File: src/rtl/slot_pwr_pkg.sv
package slot_pwr_pkg;

  localparam int RAILS = 3;

  typedef enum logic [1:0] {
    MODE_OFF     = 2'd0,
    MODE_EMPTY   = 2'd1,
    MODE_STANDBY = 2'd2,
    MODE_ACTIVE  = 2'd3
  } slot_mode_t;

  // Synchronised view of the slot inputs
  typedef struct packed {
    logic             enable;
    logic             sysActive;
    logic             pcieDetN;
    logic             usbDetN;
    logic             hostReqN;
    logic             thermal;
    logic [RAILS-1:0] pgood;
    logic [RAILS-1:0] uvlo;
  } slot_in_t;

  localparam int IN_W = $bits(slot_in_t);

  // Strobes from control to the output datapath
  typedef struct packed {
    logic [RAILS-1:0] railOn;
    logic             clkRelease;
    logic             rstRelease;
  } ctrl_strobe_t;

endpackage

File: src/rtl/slot_in_sync.sv
module slot_in_sync #(
  parameter int WIDTH = 8,
  parameter int STAGES = 2,
  parameter logic [WIDTH-1:0] RST_VAL = '0
) (
  input  logic             clk,
  input  logic             rstN,
  input  logic [WIDTH-1:0] asyncIn,
  output logic [WIDTH-1:0] syncOut
);

  logic [WIDTH-1:0] stage [STAGES];

  genvar s;
  generate
    for (s = 0; s < STAGES; s++) begin : g_stage
      if (s == 0) begin : g_first
        always_ff @(posedge clk or negedge rstN) begin
          if (!rstN) stage[s] <= RST_VAL;
          else       stage[s] <= asyncIn;
        end
      end else begin : g_next
        always_ff @(posedge clk or negedge rstN) begin
          if (!rstN) stage[s] <= RST_VAL;
          else       stage[s] <= stage[s-1];
        end
      end
    end
  endgenerate

  assign syncOut = stage[STAGES-1];

endmodule

File: src/rtl/slot_seq_ctrl.sv
module slot_seq_ctrl
  import slot_pwr_pkg::*;
#(
  parameter int unsigned CLK_HZ   = 125_000_000,
  parameter int unsigned DELAY_US = 10_000
) (
  input  logic         clk,
  input  logic         rstN,
  input  slot_in_t     syn,
  output ctrl_strobe_t strobe
);

  localparam int unsigned CLK_KHZ   = CLK_HZ / 1000;
  localparam int unsigned DELAY_CYC = CLK_KHZ * DELAY_US / 1000;
  localparam int          CNT_W     = $clog2(DELAY_CYC + 1);
  localparam logic [CNT_W-1:0] CNT_LIM = CNT_W'(DELAY_CYC);

  slot_mode_t       mode;
  logic [RAILS-1:0] railOn;
  logic             railsGood;
  logic [CNT_W-1:0] delayCnt;
  logic             delayDone;

  always_comb begin
    if (!syn.enable || syn.thermal)       mode = MODE_OFF;
    else if (syn.pcieDetN && syn.usbDetN) mode = MODE_EMPTY;
    else if (!syn.sysActive)              mode = MODE_STANDBY;
    else                                  mode = MODE_ACTIVE;
  end

  always_comb begin
    unique case (mode)
      MODE_ACTIVE:  railOn = {RAILS{1'b1}};
      MODE_STANDBY: railOn = RAILS'(1);
      default:      railOn = '0;
    endcase
    railOn = railOn & ~syn.uvlo;
  end

  assign railsGood = (&railOn) && (&syn.pgood) && !syn.pcieDetN;

  always_ff @(posedge clk or negedge rstN) begin
    if (!rstN)                delayCnt <= '0;
    else if (!railsGood)      delayCnt <= '0;
    else if (!delayDone)      delayCnt <= delayCnt + 1'b1;
  end

  assign delayDone = (delayCnt == CNT_LIM);

  assign strobe.railOn     = railOn;
  assign strobe.clkRelease = railsGood;
  assign strobe.rstRelease = railsGood && delayDone && syn.hostReqN;


  cnt_limit_chk: assert property (@(posedge clk) disable iff (!rstN)
    delayCnt <= CNT_LIM);


  cnt_restart_chk: assert property (@(posedge clk) disable iff (!rstN)
    !railsGood |=> delayCnt == '0);


  off_mode_chk: assert property (@(posedge clk) disable iff (!rstN)
    (!syn.enable || syn.thermal) |-> strobe.railOn == '0 && !strobe.rstRelease);

endmodule

File: src/rtl/slot_out_path.sv
module slot_out_path
  import slot_pwr_pkg::*;
(
  input  logic             clk,
  input  logic             rstN,
  input  ctrl_strobe_t     strobe,
  output logic [RAILS-1:0] swEn,
  output logic [RAILS-1:0] dischEn,
  output logic             cardRstN,
  output logic             clkPullDown
);

  always_ff @(posedge clk or negedge rstN) begin
    if (!rstN) begin
      swEn        <= '0;
      dischEn     <= {RAILS{1'b1}};
      cardRstN    <= 1'b0;
      clkPullDown <= 1'b1;
    end else begin
      swEn        <= strobe.railOn;
      dischEn     <= ~strobe.railOn;
      cardRstN    <= strobe.rstRelease;
      clkPullDown <= ~strobe.clkRelease;
    end
  end

  genvar r;
  generate
    for (r = 0; r < RAILS; r++) begin : g_rail_chk

      no_fight_chk: assert property (@(posedge clk) disable iff (!rstN)
        !(swEn[r] && dischEn[r]) && (swEn[r] || dischEn[r]));
    end
  endgenerate


  rst_needs_clk_chk: assert property (@(posedge clk) disable iff (!rstN)
    cardRstN |-> !clkPullDown && (&swEn));


  rst_before_off_chk: assert property (@(posedge clk) disable iff (!rstN)
    $fell(swEn[1]) |-> !cardRstN);

endmodule

File: src/rtl/slot_power_seq.sv
module slot_power_seq
  import slot_pwr_pkg::*;
#(
  parameter int unsigned CLK_HZ   = 125_000_000,
  parameter int unsigned DELAY_US = 10_000
) (
  input  logic       clk,
  input  logic       rstN,
  input  logic       enableIn,
  input  logic       sysActiveIn,
  input  logic       pcieDetInN,
  input  logic       usbDetInN,
  input  logic       hostRstReqInN,
  input  logic [2:0] pgoodIn,
  input  logic [2:0] uvloIn,
  input  logic       thermalIn,
  output logic [2:0] swEn,
  output logic [2:0] dischEn,
  output logic       cardRstN,
  output logic       clkPullDown
);

  localparam slot_in_t SYNC_RST = '{enable: 1'b0, sysActive: 1'b0,
                                    pcieDetN: 1'b1, usbDetN: 1'b1,
                                    hostReqN: 1'b0, thermal: 1'b0,
                                    pgood: '0, uvlo: '0};

  slot_in_t     rawIn;
  slot_in_t     synIn;
  ctrl_strobe_t strobe;

  assign rawIn = '{enable: enableIn, sysActive: sysActiveIn,
                   pcieDetN: pcieDetInN, usbDetN: usbDetInN,
                   hostReqN: hostRstReqInN, thermal: thermalIn,
                   pgood: pgoodIn, uvlo: uvloIn};

  slot_in_sync #(.WIDTH(IN_W), .STAGES(2), .RST_VAL(SYNC_RST)) u_sync (
    .clk(clk), .rstN(rstN), .asyncIn(rawIn), .syncOut(synIn)
  );

  slot_seq_ctrl #(.CLK_HZ(CLK_HZ), .DELAY_US(DELAY_US)) u_ctrl (
    .clk(clk), .rstN(rstN), .syn(synIn), .strobe(strobe)
  );

  slot_out_path u_out (
    .clk(clk), .rstN(rstN), .strobe(strobe),
    .swEn(swEn), .dischEn(dischEn), .cardRstN(cardRstN),
    .clkPullDown(clkPullDown)
  );

endmodule

File: config.mk
export PLATFORM = sky130hd
export DESIGN_NAME = slot_power_seq
export DESIGN_NICKNAME = d
export VERILOG_FILES = /design/src/rtl/slot_pwr_pkg.sv /design/src/rtl/slot_in_sync.sv /design/src/rtl/slot_seq_ctrl.sv /design/src/rtl/slot_out_path.sv /design/src/rtl/slot_power_seq.sv
export SDC_FILE = /design/constraint.sdc
export NUM_CORES = 1
export LEC_CHECK = 0
export ABC_AREA = 0
export BUFFER_PORTS_ARGS = -buffer_cell sky130_fd_sc_hd__buf_2
export CORE_UTILIZATION = 35
export DETAILED_ROUTE_END_ITERATION = 7
export PLACE_DENSITY_LB_ADDON = 0.2
export SYNTH_ARGS = -nofsm -noshare
export SYNTH_HDL_FRONTEND = slang
export SYNTH_SLANG_ARGS = --single-unit
export TNS_END_PERCENT = 10
File: constraint.sdc
create_clock -name clk -period 1.5 [get_ports clk]
set_input_delay 0.225 -clock clk [delete_from_list [all_inputs] [get_ports clk]]
set_output_delay 0.225 -clock clk [all_outputs]
set_load 0.03 [all_outputs]
==> impl_metrics.tcl <==
set metrics [dict create \
    status "finished, final reports clean" \
    critical_path_arrival_ns 1.68 \
    placed_cell_area_um2 2290 \
    synth-seq-cells 53 \
    gp_congestion 0.707 \
    detail-route-antenna-nets 0 \
    io_pins 22 \
    die_h_um 76.7 \
    seq_area_um2 1340 \
    core-area_um2 5240 \
    pwr_density_cell_nw_per_um2 931 \
    numCtsBuffers 5 \
    worst_pin_slew_ns 0.325 \
    synth.most_common_cell "dfrtp_1" \
    fin_nets 229 \
    final_util_pct 49.5 \
    clockBufferDepth 2 \
    skew_ns 0.00804 \
    hold_viol 0 \
    muxShareOfSynthArea_pct 0.513 \
    drv_slew 0 \
    cp-start-kind "flop" \
    yosys-top-cells-count "dfrtp_1, nor2_1, xor2_1" \
    syn2layout_area_growth_pct 32.9 \
    ir_drop_v 0.000550 \
    grt_pass1_vias 1223 \
    cp_cell_sequence "nand4_2, nor3_4, and4_1, xnor2_1, nor2_1" \
    yosys_warnings 0 \
    syn_inst 156 \
    filler_cell_count 479 \
    synth_xor_area_share_pct 8.98 \
    detailedRoute.firstPassIterationCount 4 \
    yosys.area.top_type "dfrtp_1" \
    synth-main-ff-cell "dfrtp_1" \
    synth_top_family_by_area "simple AND/OR/NAND/NOR gates" \
    grt_usage_pct 12.4 \
    hp-class "input pin to flop" \
    synthSimpleGateAreaFrac_pct 18.2 \
    synth_nets 172 \
    syn_avg_cell_area_um2 12.5 \
    wirelength_um 3400 \
    r2r-start "u_ctrl.delayCnt[5]$_DFFE_PN0P_" \
    period_share_pct 98.2 \
    synth_cell_type_count 25 \
    drc 0 \
    portBuffers 21 \
    antenna_found_initial 0 \
    maxCapViolations 0 \
    p_leak_nw 1.14 \
    final_layout_size_suffix_gt1_share_pct 36.4 \
    startpoint "u_ctrl.delayCnt[5]$_DFFE_PN0P_" \
    crit_path_max_fanout 6 \
    yosysSeqAreaShare_pct 68.5 \
    clock_sinks 53 \
    place_hpwl_um 2270 \
    num_antenna_cells 0 \
    clk_pin_slew_ns 0.10 \
    hold_start "pgoodIn[0]" \
    synth_fa_ha_area_share_pct 1.28 \
    die_w_um 76.7 \
    dieArea_um2 5880 \
    start_util_pct 37.2 \
    max_stage_delay_ns 0.44 \
    synth_area_leaders "dfrtp_1, dfstp_2, xor2_1" \
    final_cells 284 \
    synthArstFlopShare_pct 100 \
    rsz0062_at_grt "true" \
    cts_tree "done" \
    cp_top_family "simple AND/OR/NAND/NOR gates" \
    critPathKind "flop to flop" \
    cp_slowest_cell "dfrtp_1" \
    multiInputGateArea_um2 634 \
    vias_per_cell 4.46 \
    synth_edf_count 0 \
    cts-root-buf "clkbuf_8" \
    crit_buf_inv 0 \
    synth_compound_area_share_pct 0.706 \
    syn_area_um2 1950 \
    htreeDepth 2 \
    fin_hold_ws_ns 0.0231 \
    vias 1268 \
    wl_per_cell_um 12.0 \
    setup_viol 0 \
    fin_area_um2 2590 \
    cp.required_ns 1.71 \
    post-place-cells 263 \
    rows 26 \
    grt_max_degree 54 \
    fin_crit_ns 1.47 \
    clock_latency_ns 0.31 \
    crit_path_end_kind "flop" \
    synth_top_area_share_pct 57.7 \
    overflow 0 \
    max_slew_margin_pct 78.3 \
    initialDrtViolationCount 52 \
    fmax_ghz 0.679 \
    grt_pass1_wl_um 5580 \
]
==> power by group <==
group | internal, mW | total, mW | switching (mW)
sequential | 1.47 | 1.48 | 0.0110
clock | 0.348 | 0.838 | 0.490
combinational | 0.0438 | 0.0946 | 0.0508
==> worst paths after layout <==
check / cells after the start / endpoint / slack [ns]
setup / recovery: 5 / u_ctrl.delayCnt[11]$_DFFE_PN0P_ / 0.03
hold / removal: 1 / u_sync.stage[15]$_DFF_PN0_ / 0.02
setup reg to reg: 5 / u_ctrl.delayCnt[11]$_DFFE_PN0P_ / 0.03
hold reg to reg: 0 / u_sync.syncOut[5]$_DFF_PN0_ / 0.36
max in group asynchronous: 3 / u_out.dischEn[1]$_DFF_PN1_ / 0.79
min in group asynchronous: 3 / u_sync.syncOut[3]$_DFF_PN0_ / 0.43
==> cells by family after synthesis <==
| logic type | count (synthesis) |
|---|---|
| AND/OR/NAND/NOR | 69 |
| flip-flops | 53 |
| XOR/XNOR | 20 |
| buffers and inverters | 9 |
| AO/OA/AOI/OAI | 2 |
| adder cells (fa/ha/maj) | 2 |
| multiplexers | 1 |
==> registers in the layout, indices dropped and copies added (netlist names) <==
register	cells
u_ctrl.delayCnt	21
u_out.cardRstN	1
u_out.clkPullDown	1
u_out.dischEn	3
u_out.swEn	3
u_sync.stage	12
u_sync.syncOut	12
==> worst reg2reg max path: cells and delay by family, from the launching register on <==
family           cells  cell delay [ns]
flip-flops           1             0.44
AND/OR/NAND/NOR      4             0.82
XOR/XNOR             1             0.12
==> through the flow <==
step	setup slack (ns)	TNS, ns	power [mW]
2_1_floorplan	0.103	0	1.52
3_3_place_gp	-0.0607	-0.0607	1.58
3_5_place_dp	-0.0575	-0.0575	1.58
4_1_cts	0.00302	0	2.45
5_1_grt	-0.0776	-1.27	2.54
6_report	0.0266	0	2.41
==> layout by cell type (no fill, tap or decap), types with 2 or more instances in the layout <==
cell type and instances:
xor2_1 15, ha_1 2, dlygate4sd3_1 10, buf_4 18, dfstp_2 8, and4_1 3
nand3_1 11, inv_1 7, nand2_1 10, dfrtp_1 45, nor2_1 18, buf_2 21
clkbuf_8 5, nor2_2 12, buf_12 2, clkinv_4 2, nand4_1 5, xnor2_1 5
==> per-layer routing <==
layer / up-vias / global-route usage, % / wire, um
met4: 0 / 7.31 / 70
met1: 618 / 16.0 / 1630
li1: 620 / - / -
met3: 7 / 3.10 / 81
met5: - / 0 / 0
met2: 23 / 18.7 / 1620
==> final cells by class <==
cell class,instances,share of cell area (%)
sequential,53,51.5
multi-input combinational,94,24.5
timing repair buffer,52,15.6
tap,70,3.38
clock buffer,5,2.65
clock inverter,3,1.30
inverter,7,1.01
==> timing repair <==
item / CTS / global route
hold endpoints to repair: 54 / 0
cloned: 0 / 1
hold buffers: 10 / 0
endpoints found under the setup margin: 2 / 21
buffers inserted: 0 / 2
pin swaps: 1 / 0
resized for setup: 2 / 14
Power figures use the tool's default switching activity.
